File: config.mk
export PLATFORM = sky130hd
export DESIGN_NAME = ics_ctrl
export DESIGN_NICKNAME = d
export VERILOG_FILES = /design/src/rtl/ics_pkg.sv /design/src/rtl/ics_pend.sv /design/src/rtl/ics_flags.sv /design/src/rtl/ics_ctx.sv /design/src/rtl/ics_ctrl.sv
export SDC_FILE = /design/constraint.sdc
export NUM_CORES = 1
export LEC_CHECK = 0
export BUFFER_PORTS_ARGS = -buffer_cell sky130_fd_sc_hd__buf_2
export CAP_MARGIN = 40
export CORE_ASPECT_RATIO = 0.6
export CORE_MARGIN = 2
export CORE_UTILIZATION = 49
export DETAILED_ROUTE_END_ITERATION = 7
export GPL_TIMING_DRIVEN = 0
export PLACE_DENSITY = 0.94
export REMOVE_ABC_BUFFERS = 1
export SLEW_MARGIN = 20
export SYNTH_ARGS = -nofsm -noshare
export SYNTH_HDL_FRONTEND = slang
export SYNTH_SLANG_ARGS = --single-unit
File: constraint.sdc
create_clock -name clk -period 6.95 [get_ports clk]
set_clock_uncertainty 0.15 [all_clocks]
set_input_delay 0.3475 -clock clk [delete_from_list [all_inputs] [get_ports clk]]
set_output_delay 0.3475 -clock clk [all_outputs]
set_load 0.1 [all_outputs]
File: src/rtl/ics_pkg.sv
package ics_pkg;
   typedef enum logic [1:0] {
      SPR_CTX_PC   = 2'd0,
      SPR_CTX_STAT = 2'd1,
      SPR_CRIT     = 2'd2
   } spr_sel_e;

   typedef enum logic [1:0] {
      EV_NONE  = 2'd0,
      EV_FAULT = 2'd1,
      EV_IRQ   = 2'd2,
      EV_ERET  = 2'd3
   } event_e;
endpackage

File: src/rtl/ics_pend.sv
module ics_pend #(
   parameter int unsigned NUM_IRQ = 8,
   localparam int unsigned IW = (NUM_IRQ > 1) ? $clog2(NUM_IRQ) : 1
) (
   input  logic               clk,
   input  logic               rst_n,
   input  logic [NUM_IRQ-1:0] raise_i,
   input  logic               take_i,
   output logic               any_o,
   output logic [IW-1:0]      idx_o,
   output logic [NUM_IRQ-1:0] ack_o
);
   logic [NUM_IRQ-1:0] pend_q;
   logic [NUM_IRQ-1:0] first_oh;

   always_comb begin
      first_oh = '0;
      idx_o    = '0;
      for (int k = NUM_IRQ - 1; k >= 0; k--) begin
         if (pend_q[k]) begin
            first_oh = '0;
            first_oh[k] = 1'b1;
            idx_o = IW'(k);
         end
      end
   end

   assign any_o = |pend_q;
   assign ack_o = take_i ? first_oh : '0;

   always_ff @(posedge clk) begin
      if (!rst_n) pend_q <= '0;
      else        pend_q <= (pend_q & ~ack_o) | raise_i;
   end

   a_r2_ack_onehot: assert property (@(posedge clk) disable iff (!rst_n)
      $onehot0(ack_o));
   a_r2_ack_was_pending: assert property (@(posedge clk) disable iff (!rst_n)
      (|ack_o) |-> ((ack_o & pend_q) != '0));
endmodule

File: src/rtl/ics_flags.sv
module ics_flags #(
   parameter int unsigned NUM_PL = 4,
   localparam int unsigned PLW = $clog2(NUM_PL),
   localparam int unsigned TOP = NUM_PL - 1
) (
   input  logic           clk,
   input  logic           rst_n,
   input  logic [PLW-1:0] pl_i,
   input  logic           set_top_i,
   input  logic           ld0_en_i,
   input  logic           ld0_val_i,
   input  logic           wr_en_i,
   input  logic           wr_val_i,
   output logic           cur_o
);
   logic [NUM_PL-1:0] flag_q;

   for (genvar g = 0; g < NUM_PL; g++) begin : g_lvl
      if (g == TOP) begin : g_top
         always_ff @(posedge clk) begin
            if (!rst_n)                          flag_q[g] <= 1'b1;
            else if (set_top_i)                  flag_q[g] <= 1'b1;
            else if (wr_en_i && pl_i == PLW'(g)) flag_q[g] <= wr_val_i;
         end
      end else if (g == 0) begin : g_zero
         always_ff @(posedge clk) begin
            if (!rst_n)                          flag_q[g] <= 1'b0;
            else if (ld0_en_i)                   flag_q[g] <= ld0_val_i;
            else if (wr_en_i && pl_i == PLW'(g)) flag_q[g] <= wr_val_i;
         end
      end else begin : g_mid
         always_ff @(posedge clk) begin
            if (!rst_n)                          flag_q[g] <= 1'b0;
            else if (wr_en_i && pl_i == PLW'(g)) flag_q[g] <= wr_val_i;
         end
      end
   end

   assign cur_o = flag_q[pl_i];

   a_r4_top_set: assert property (@(posedge clk) disable iff (!rst_n)
      set_top_i |=> flag_q[TOP]);
endmodule

File: src/rtl/ics_ctx.sv
module ics_ctx #(
   parameter int unsigned XLEN = 32
) (
   input  logic            clk,
   input  logic            rst_n,
   input  logic            save_i,
   input  logic [XLEN-1:0] save_pc_i,
   input  logic [XLEN-1:0] save_stat_i,
   input  logic            wr_pc_i,
   input  logic            wr_stat_i,
   input  logic [XLEN-1:0] wdata_i,
   output logic [XLEN-1:0] pc_o,
   output logic [XLEN-1:0] stat_o
);
   always_ff @(posedge clk) begin
      if (!rst_n) begin
         pc_o   <= '0;
         stat_o <= '0;
      end else if (save_i) begin
         pc_o   <= save_pc_i;
         stat_o <= save_stat_i;
      end else begin
         if (wr_pc_i)   pc_o   <= wdata_i;
         if (wr_stat_i) stat_o <= wdata_i;
      end
   end

   a_r10_no_double_write: assert property (@(posedge clk) disable iff (!rst_n)
      save_i |-> !(wr_pc_i || wr_stat_i));
endmodule

File: src/rtl/ics_ctrl.sv
module ics_ctrl
   import ics_pkg::*;
#(
   parameter int unsigned    XLEN       = 32,
   parameter int unsigned    NUM_PL     = 4,
   parameter int unsigned    NUM_IRQ    = 8,
   parameter logic [31:0]    VEC_BASE   = 32'h0000_1000,
   parameter logic [31:0]    VEC_STRIDE = 32'h0000_0040
) (
   input  logic                      clk,
   input  logic                      rst_n,
   input  logic [XLEN-1:0]           cur_pc,
   input  logic [NUM_IRQ-1:0]        irq_raise,
   input  logic                      sync_fault,
   input  logic                      eret_valid,
   input  logic                      spr_we,
   input  logic [1:0]                spr_sel,
   input  logic [XLEN-1:0]           spr_wdata,
   output logic                      redirect_valid,
   output logic [XLEN-1:0]           redirect_pc,
   output logic [NUM_IRQ-1:0]        irq_ack,
   output logic                      dbl_fault,
   output logic                      gpv_trap,
   output logic                      spr_retry,
   output logic [$clog2(NUM_PL)-1:0] priv_o,
   output logic                      crit_o,
   output logic [XLEN-1:0]           ctx_pc_o,
   output logic [XLEN-1:0]           ctx_stat_o
);
   localparam int unsigned PLW = $clog2(NUM_PL);
   localparam int unsigned IW  = (NUM_IRQ > 1) ? $clog2(NUM_IRQ) : 1;
   localparam logic [PLW-1:0] TOP_PL = PLW'(NUM_PL - 1);
   localparam logic [XLEN-1:0] BASE   = XLEN'(VEC_BASE);
   localparam logic [XLEN-1:0] STRIDE = XLEN'(VEC_STRIDE);
   localparam logic [XLEN-1:0] FAULT_VEC = BASE + XLEN'(NUM_IRQ) * STRIDE;
   localparam logic [XLEN-1:0] DBL_VEC   = BASE + XLEN'(NUM_IRQ + 1) * STRIDE;

   if (NUM_PL < 2) begin : g_bad_pl
      $error("ics_ctrl: NUM_PL must be at least 2");
   end
   if (NUM_IRQ < 1 || NUM_IRQ > 64) begin : g_bad_irq
      $error("ics_ctrl: NUM_IRQ must be 1..64");
   end
   if (XLEN < PLW + 2) begin : g_bad_xlen
      $error("ics_ctrl: XLEN too narrow for the status word");
   end

   logic [PLW-1:0] pl_q;
   logic           crit_cur;
   logic           pend_any;
   logic [IW-1:0]  pend_idx;
   logic           take_irq;
   logic           eret_ok;
   logic           spr_do;
   logic           fault_dbl;
   logic [XLEN-1:0] old_stat;
   event_e         ev;

   // event ranking: fault, interrupt entry, interrupt return
   always_comb begin
      if (sync_fault)                  ev = EV_FAULT;
      else if (pend_any && !crit_cur)  ev = EV_IRQ;
      else if (eret_valid)             ev = EV_ERET;
      else                             ev = EV_NONE;
   end

   assign take_irq  = (ev == EV_IRQ);
   assign fault_dbl = (ev == EV_FAULT) && crit_cur;
   assign eret_ok   = (ctx_stat_o == XLEN'(0)) || (ctx_stat_o == XLEN'(1));
   assign spr_do    = spr_we && (ev == EV_NONE);
   assign spr_retry = spr_we && (ev != EV_NONE);
   assign old_stat  = {{(XLEN-PLW-1){1'b0}}, pl_q, crit_cur};

   ics_pend #(.NUM_IRQ(NUM_IRQ)) u_pend (
      .clk     (clk),
      .rst_n   (rst_n),
      .raise_i (irq_raise),
      .take_i  (take_irq),
      .any_o   (pend_any),
      .idx_o   (pend_idx),
      .ack_o   (irq_ack)
   );

   ics_flags #(.NUM_PL(NUM_PL)) u_flags (
      .clk       (clk),
      .rst_n     (rst_n),
      .pl_i      (pl_q),
      .set_top_i (ev == EV_FAULT || take_irq),
      .ld0_en_i  (ev == EV_ERET && eret_ok),
      .ld0_val_i (ctx_stat_o[0]),
      .wr_en_i   (spr_do && spr_sel == SPR_CRIT),
      .wr_val_i  (spr_wdata[0]),
      .cur_o     (crit_cur)
   );

   ics_ctx #(.XLEN(XLEN)) u_ctx (
      .clk         (clk),
      .rst_n       (rst_n),
      .save_i      (take_irq || (ev == EV_FAULT && !crit_cur)),
      .save_pc_i   (cur_pc),
      .save_stat_i (old_stat),
      .wr_pc_i     (spr_do && spr_sel == SPR_CTX_PC),
      .wr_stat_i   (spr_do && spr_sel == SPR_CTX_STAT),
      .wdata_i     (spr_wdata),
      .pc_o        (ctx_pc_o),
      .stat_o      (ctx_stat_o)
   );

   always_comb begin
      redirect_valid = 1'b0;
      redirect_pc    = '0;
      dbl_fault      = 1'b0;
      gpv_trap       = 1'b0;
      unique case (ev)
         EV_FAULT: begin
            redirect_valid = 1'b1;
            redirect_pc    = fault_dbl ? DBL_VEC : FAULT_VEC;
            dbl_fault      = fault_dbl;
         end
         EV_IRQ: begin
            redirect_valid = 1'b1;
            redirect_pc    = BASE + XLEN'(pend_idx) * STRIDE;
         end
         EV_ERET: begin
            redirect_valid = eret_ok;
            redirect_pc    = eret_ok ? ctx_pc_o : '0;
            gpv_trap       = !eret_ok;
         end
         default: ;
      endcase
   end

   always_ff @(posedge clk) begin
      if (!rst_n)                         pl_q <= TOP_PL;
      else if (ev == EV_FAULT || take_irq) pl_q <= TOP_PL;
      else if (ev == EV_ERET && eret_ok)  pl_q <= '0;
   end

   assign priv_o = pl_q;
   assign crit_o = crit_cur;

   a_r3_defer: assert property (@(posedge clk) disable iff (!rst_n)
      crit_o |-> (irq_ack == '0));
   a_r4_entry_top: assert property (@(posedge clk) disable iff (!rst_n)
      (|irq_ack) |=> (crit_o && priv_o == TOP_PL));
   a_r6_double: assert property (@(posedge clk) disable iff (!rst_n)
      (sync_fault && crit_o) |-> (dbl_fault && redirect_pc == DBL_VEC));
   a_r6_ctx_kept: assert property (@(posedge clk) disable iff (!rst_n)
      dbl_fault |=> ($stable(ctx_pc_o) && $stable(ctx_stat_o)));
   a_r7_return_lvl: assert property (@(posedge clk) disable iff (!rst_n)
      (eret_valid && !sync_fault && irq_ack == '0 && redirect_valid) |=> (priv_o == '0));
   a_r8_gpv_no_branch: assert property (@(posedge clk) disable iff (!rst_n)
      gpv_trap |-> !redirect_valid);
   a_r8_gpv_state: assert property (@(posedge clk) disable iff (!rst_n)
      gpv_trap |=> ($stable(priv_o) && $stable(crit_o)));
   a_r11_fault_first: assert property (@(posedge clk) disable iff (!rst_n)
      sync_fault |-> (irq_ack == '0 && !gpv_trap));
endmodule

; ---- After elaboration in Yosys (flattened, before gate mapping)
; Cells that the tools add are included.
[classes]
n_eq_ne = 9
n_bitwise = 4
reduce_logical = 30
magnitude_cmp = 1
addsub = 1
muxes = 34
[op_table]
columns = op, n
row1 = 2-to-1 mux 32 bit, 3
row2 = case mux 32 bit (3 select lines), 1
row3 = 2-to-1 mux 8 bit, 9
row4 = == test 32 x 1 -> 1 bit (second input constant), 1
row5 = zero test 32 bit, 1
row6 = 2-to-1 mux 3 bit, 10
row7 = adder 13 x 9 -> 14 bit (first input constant), 1
row8 = logical AND 1 bit, 13
row9 = == test 2 bit (second input constant), 5
row10 = AND 8 bit, 1
row11 = NOT 8 bit, 1
row12 = bitwise OR 8 bit, 1
row13 = nonzero test 2 bit, 4
row14 = OR reduction 8 bit, 1
row15 = 2-to-1 mux 7 bit, 1
row16 = == test 2 x 1 -> 1 bit (second input constant), 3
row17 = zero test 2 bit, 3
row18 = 2-to-1 mux 2 bit, 3
row19 = OR reduction 2 bit, 3
row20 = 2-to-1 mux 1 bit, 5
row21 = logical OR 1 bit, 3
row22 = less-than comparator 2 x 3 -> 1 bit (second input constant), 1
row23 = binary-select mux 1 bit (select 2 bit), 1
row24 = zero test 1 bit, 2
row25 = other kinds (2), 2
[totals]
word_cells = 88
output_inout_bits = 111
inputBits = 79
reg_bits = 78

; ---- Logic depth before layout (Yosys ltp)
[depth]
depth_word = 12
ltp_mapped = 12
ltp_nobuf = 9

; ---- Modules after synthesis
; Synthesis repeated with hierarchy kept, for this count alone.
[unflattened]
hier_cells = 438
area_unflattened_um2 = 4770.8
[by_module_without_submodules]
columns = mod, seq_area_each_um2, cells_each, n_inst, area_each_um2
row1 = ics_ctx, 1281.2, 285, 1, 3529.6
row2 = ics_ctrl, 20.0, 78, 1, 584.3
row3 = ics_pend, 160.2, 56, 1, 447.9
row4 = ics_flags, 80.1, 19, 1, 209.0

; ---- Least setup slack after synthesis
; Ideal clock, no wire load.
[synth_path]
path_kind = register to output
from = register pl_q[0] (netlist: priv_o[0])
to = output irq_ack[5]
required_ps = 6452
path_stages_with_launch = 9
slack_ps = 1352
n_path_buf = 0
t_arrival_ps = 5101
cell_sequence = dfxtp_1 mux2_2 a31oi_1 inv_1 a21oi_1 ha_1 nor3b_1 nand2_1 nor3_1
[synth_between]
elab_chain_cells = 8
[synth_rtl]
columns = item, line
row1 = from (decl), ics_ctrl.sv:48  ; logic [PLW-1:0] pl_q;
row2 = from (signal assigned), ics_ctrl.sv:134  ; if (!rst_n) pl_q <= TOP_PL;
row3 = from (signal assigned), ics_ctrl.sv:135  ; else if (ev == EV_FAULT || take_irq) pl_q <= TOP_PL;
row4 = from (signal assigned), ics_ctrl.sv:136  ; else if (ev == EV_ERET && eret_ok) pl_q <= '0;
row5 = binary-select mux 1 bit (select 2 bit), ics_flags.sv:39  ; assign cur_o = flag_q[pl_i];
row6 = 2-to-1 mux 1 bit (not written as such), ics_flags.sv:39
row7 = via crit_o, ics_ctrl.sv:26  ; output logic crit_o,
row8 = zero test 1 bit, ics_ctrl.sv:62  ; else if (pend_any && !crit_cur) ev = EV_IRQ;
row9 = logical AND 1 bit, ics_ctrl.sv:62
row10 = 2-to-1 mux 2 bit, ics_ctrl.sv:62
row11 = 2-to-1 mux 2 bit, ics_ctrl.sv:61  ; if (sync_fault) ev = EV_FAULT;
row12 = == test 2 bit, ics_ctrl.sv:67  ; assign take_irq = (ev == EV_IRQ);
row13 = 2-to-1 mux 8 bit, ics_pend.sv:29  ; assign ack_o = take_i ? first_oh : '0;
row14 = to (decl), ics_ctrl.sv:21  ; output logic [NUM_IRQ-1:0] irq_ack,
; The timed path passes the listed nets, and every way through them passes these cells. The select of a mux whose other input is x is not followed.

; ---- Worst setup path in the final report
[layout_path]
from = register pl_q[0] (netlist: priv_o[0])
to = output redirect_pc[17]
[layout_between]
elab_chain_cells = 8
word_cells_on_any_way = 10
cone_classes = eq/ne: 3 / mux: 5 / reduce/logical: 2
[layout_rtl]
columns = item, line
row1 = binary-select mux 1 bit (select 2 bit) (*), ics_flags.sv:39
row2 = 2-to-1 mux 1 bit (not written as such) (*), ics_flags.sv:39
row3 = zero test 1 bit (*), ics_ctrl.sv:62
row4 = logical AND 1 bit (*), ics_ctrl.sv:62
row5 = 2-to-1 mux 2 bit (*), ics_ctrl.sv:62
row6 = 2-to-1 mux 2 bit (*), ics_ctrl.sv:61
row7 = == test 2 bit / == test 2 x 1 -> 1 bit (equally long branches), ics_ctrl.sv:114  ; unique case (ev)
row8 = case mux 32 bit (3 select lines) (*), ics_ctrl.sv:114
row9 = to (decl), ics_ctrl.sv:20  ; output logic [XLEN-1:0] redirect_pc,
; Mark *: on every way between the ends. The rest lies on a longest branch, timed or not. The select of a mux whose other input is x is not followed.

==> flow_summary_export.csv <==
group,metric,value,unit
timing,timing.max_slew.rel_slack,49.4,%
routing,drt-pass1-iter-count,7,
floorplanning,rows,24,
finish,n_fill_cell,602,
finish,layout_commonest_cell,"buf_2",
placed_design,dp_cells,698,
job,maxCapViolCount,0,
timing,fin_crit_sh,63.5,%
critical_path,crit_family,"simple AND/OR/NAND/NOR gates",
power_and_ir_drop,p_total,1.25,mW
critical_path,start_kind,"register",
clock_network,cts_max_path_buffers,2,
power_and_ir_drop,powerDensity,249,nW/um^2
synthesis,synthesis.area,3680,sq um
floorplanning,dieArea,8240,sq um
worst_hold_path,hp-class,"input port to register",
finish,fin_nets,689,
clock_network,clock_latency,330,ps
finish,postLayoutCellArea,5010,sq um
critical_path,arrival,3920,ps
clock_network,numCtsBuffers,9,
power_and_ir_drop,ir_drop,0.169,mV
critical_path,crit_required,6450,ps
timing,worst_pin_slew,755,ps
critical_path,path_class,"register to output pin",
synthesis,synth.area.top_cells,"dfxtp_1 (41%), nand2_1 (10%), mux2i_1 (9.2%)",
global_routing,grt-ovfl-total,0,
timing,hold_slack,76.3,ps
clock_network,cts_resized,0,
timing,fin_setup_tns,0,ps
placed_design,port_buffers,189,
timing,min_period,4410,ps
synthesis,synth-async-reset-ratio,0,%
timing,setup_viol,0,
clock_network,cts_sinks,75,
synthesis,syn_area_per_cell,8.52,sq um
critical_path,worstPathCellList,"mux2_2, a31oi_1, o21ai_0, ha_1, nor4_4, buf_4, and2_2, buf_2",
clock_network,post_cts_buffers,0,
critical_path,worst-path-buf-inv,2,
synthesis,post_synth_num_cell_types,40,
floorplanning,coreArea,7270,sq um
routing,ant_nets,0,
finish,drive_gt1_share,38.5,%
critical_path,cpPeakStageDelay,720,ps
global_routing,grtUsageTotal,28.0,%
synthesis,synth_edf_count,0,
floorplanning,io_pins,190,
floorplanning,die-width,116,microns
clock_network,cts_tree,"yes",
finish,num_antenna_cells,0,
routing,first_iter_violations,270,
clock_network,clock-root-buffer,"clkbuf_16",
synthesis,ys_seq_area_share,40.8,%
synthesis,yosys_warnings,0,
placed_design,post_dp_cell_area,4680,sq um
placed_design,hpwlAfterDp,8610,microns
synthesis,yosys.area.top_type,"dfxtp_1",
routing,drt-wirelength-per-cell,16.2,microns
timing,rsz0062_at_grt,"false",
clock_network,cts_htree_levels,3,
synthesis,synth_ff_type,"dfxtp_1",
global_routing,grt_max_degree,47,
floorplanning,die_y,71.1,microns
global_routing,grt_antenna_before_repair,0,
critical_path,critPathCaptureType,"output pin",
routing,drc_errors,0,
clock_network,holdBufCountCts,0,
finish,stdcell_count,715,
synthesis,synth_cells,432,
timing,final_hold_viol_count,0,
finish,final_cell_mix,"buf_2 (189), nand2_1 (99), dfxtp_1 (75)",
global_routing,grt_pass1_vias,3717,
run_status,status,"complete, no violations",
timing,fmax,0.227,GHz
floorplanning,start_util,50.6,%
routing,totalWireLength,11600,microns
clock_network,clk_pin_slew,60,ps
routing,drt-vias-per-instance,5.46,
global_routing,grt_pass1_wl,18000,microns
synthesis,synth_top_cell_area_share,40.8,%
routing,num_vias,3905,
critical_path,crit_fanout,20,
critical_path,slowest_stage,"nor4_4",
placed_design,gp_congestion,0.873,
power_and_ir_drop,p_leak,2.72,nW
synthesis,ys_ff_latch,75,
timing,maxSlewViolCount,0,
finish,syn_to_final_growth,36.1,%
cells by family after synthesis:
| kind of cell | after synthesis | share of synthesized area (%) |
|---|---|---|
| buffers and inverters | 45 | 5.81 |
| flip-flops | 75 | 40.8 |
| AND/OR/NAND/NOR | 174 | 23.3 |
| adder cells (fa/ha/maj) | 4 | 1.36 |
| multiplexers | 35 | 9.55 |
| AO/OA/AOI/OAI | 99 | 19.1 |
layer usage:
| layer | global-route usage, % | wire [microns] | share of wire [%] | vias to the layer above |
|---|---|---|---|---|
| li1 | - | - | - | 1843 |
| met3 | 7.28 | 1140 | 9.8 | 29 |
| met4 | 9.79 | 193 | 1.7 | 0 |
| met1 | 35.0 | 4790 | 41 | 1816 |
| met5 | 0 | 0 | 0 | - |
| met2 | 47.3 | 5470 | 47 | 217 |
synth_stat cells, drive strengths merged (2+ instances only):
cell / number
nand2: 99
dfxtp: 75
a21oi: 40
mux2i: 34
o211a: 32
and2: 30
clkbuf: 17
buf: 15
inv: 13
nor2: 11
nor4: 9
o21ai: 8
nor2b: 6
a31oi: 5
ha: 4
nand3: 4
o21a: 4
a21o: 3
nor3: 3
and4: 2
nand2b: 2
nand4: 2
nand4b: 2
nor3b: 2
report_power, final:
part / leakage (nW) / total [mW] / switching [mW] / internal (mW)
Sequential: 0.611 / 0.466 / 0.0162 / 0.450
Combinational: 1.96 / 0.306 / 0.237 / 0.0690
Clock: 0.153 / 0.476 / 0.178 / 0.297
flip-flops by register name, indices dropped and copies added, names as in the netlist:
name and count:
u_ctx.stat_o 32, u_flags.flag_q 2, priv_o 1, u_pend.pend_q 8, u_ctx.pc_o 32
worst paths after layout:
check             cells past startpoint                           from                       endpoint  slack, ps
setup / recovery                      8         priv_o[0]$_SDFFE_PP1P_                redirect_pc[17]       2540
hold / removal                        2                   irq_raise[3]    u_pend.pend_q[3]$_SDFF_PN0_         80
hold reg to reg                       2  u_ctx.stat_o[28]$_SDFFE_PP0P_  u_ctx.stat_o[28]$_SDFFE_PP0P_        320
setup reg to reg                     10    u_pend.pend_q[4]$_SDFF_PN0_  u_ctx.stat_o[18]$_SDFFE_PP0P_       3020
worst register-to-register path: stages (launching register included):
cell and delay [ps]:
dfxtp_1 350, nor4_1 520, a31oi_1 280, o21ai_0 470, inv_1 140, ha_1 310, inv_1 150, o21a_2 570
nand2_1 470, buf_8 300, a21oi_1 140
metrics by stage:
step | util, % | worst slack (ps)
after detailed placement | 64.4 | 2960
final | 68.9 | 2540
after CTS | 68.6 | 2590
after global routing | 68.9 | 2300
after global placement | 63.2 | 1710
after floorplan | - | 694
area by class of cell:
| type | instances | area [sq um] | area share (%) |
|---|---|---|---|
| flip-flops and latches | 75 | 1500 | 30.0 |
| multi-input cells | 312 | 1980 | 39.4 |
| well taps | 104 | 130 | 2.60 |
| inverters | 13 | 48.8 | 0.974 |
| clock buffers | 12 | 256 | 5.12 |
| clock inverters | 4 | 48.8 | 0.974 |
| repair buffers | 195 | 1050 | 20.9 |
Power figures use the tool's default switching activity.
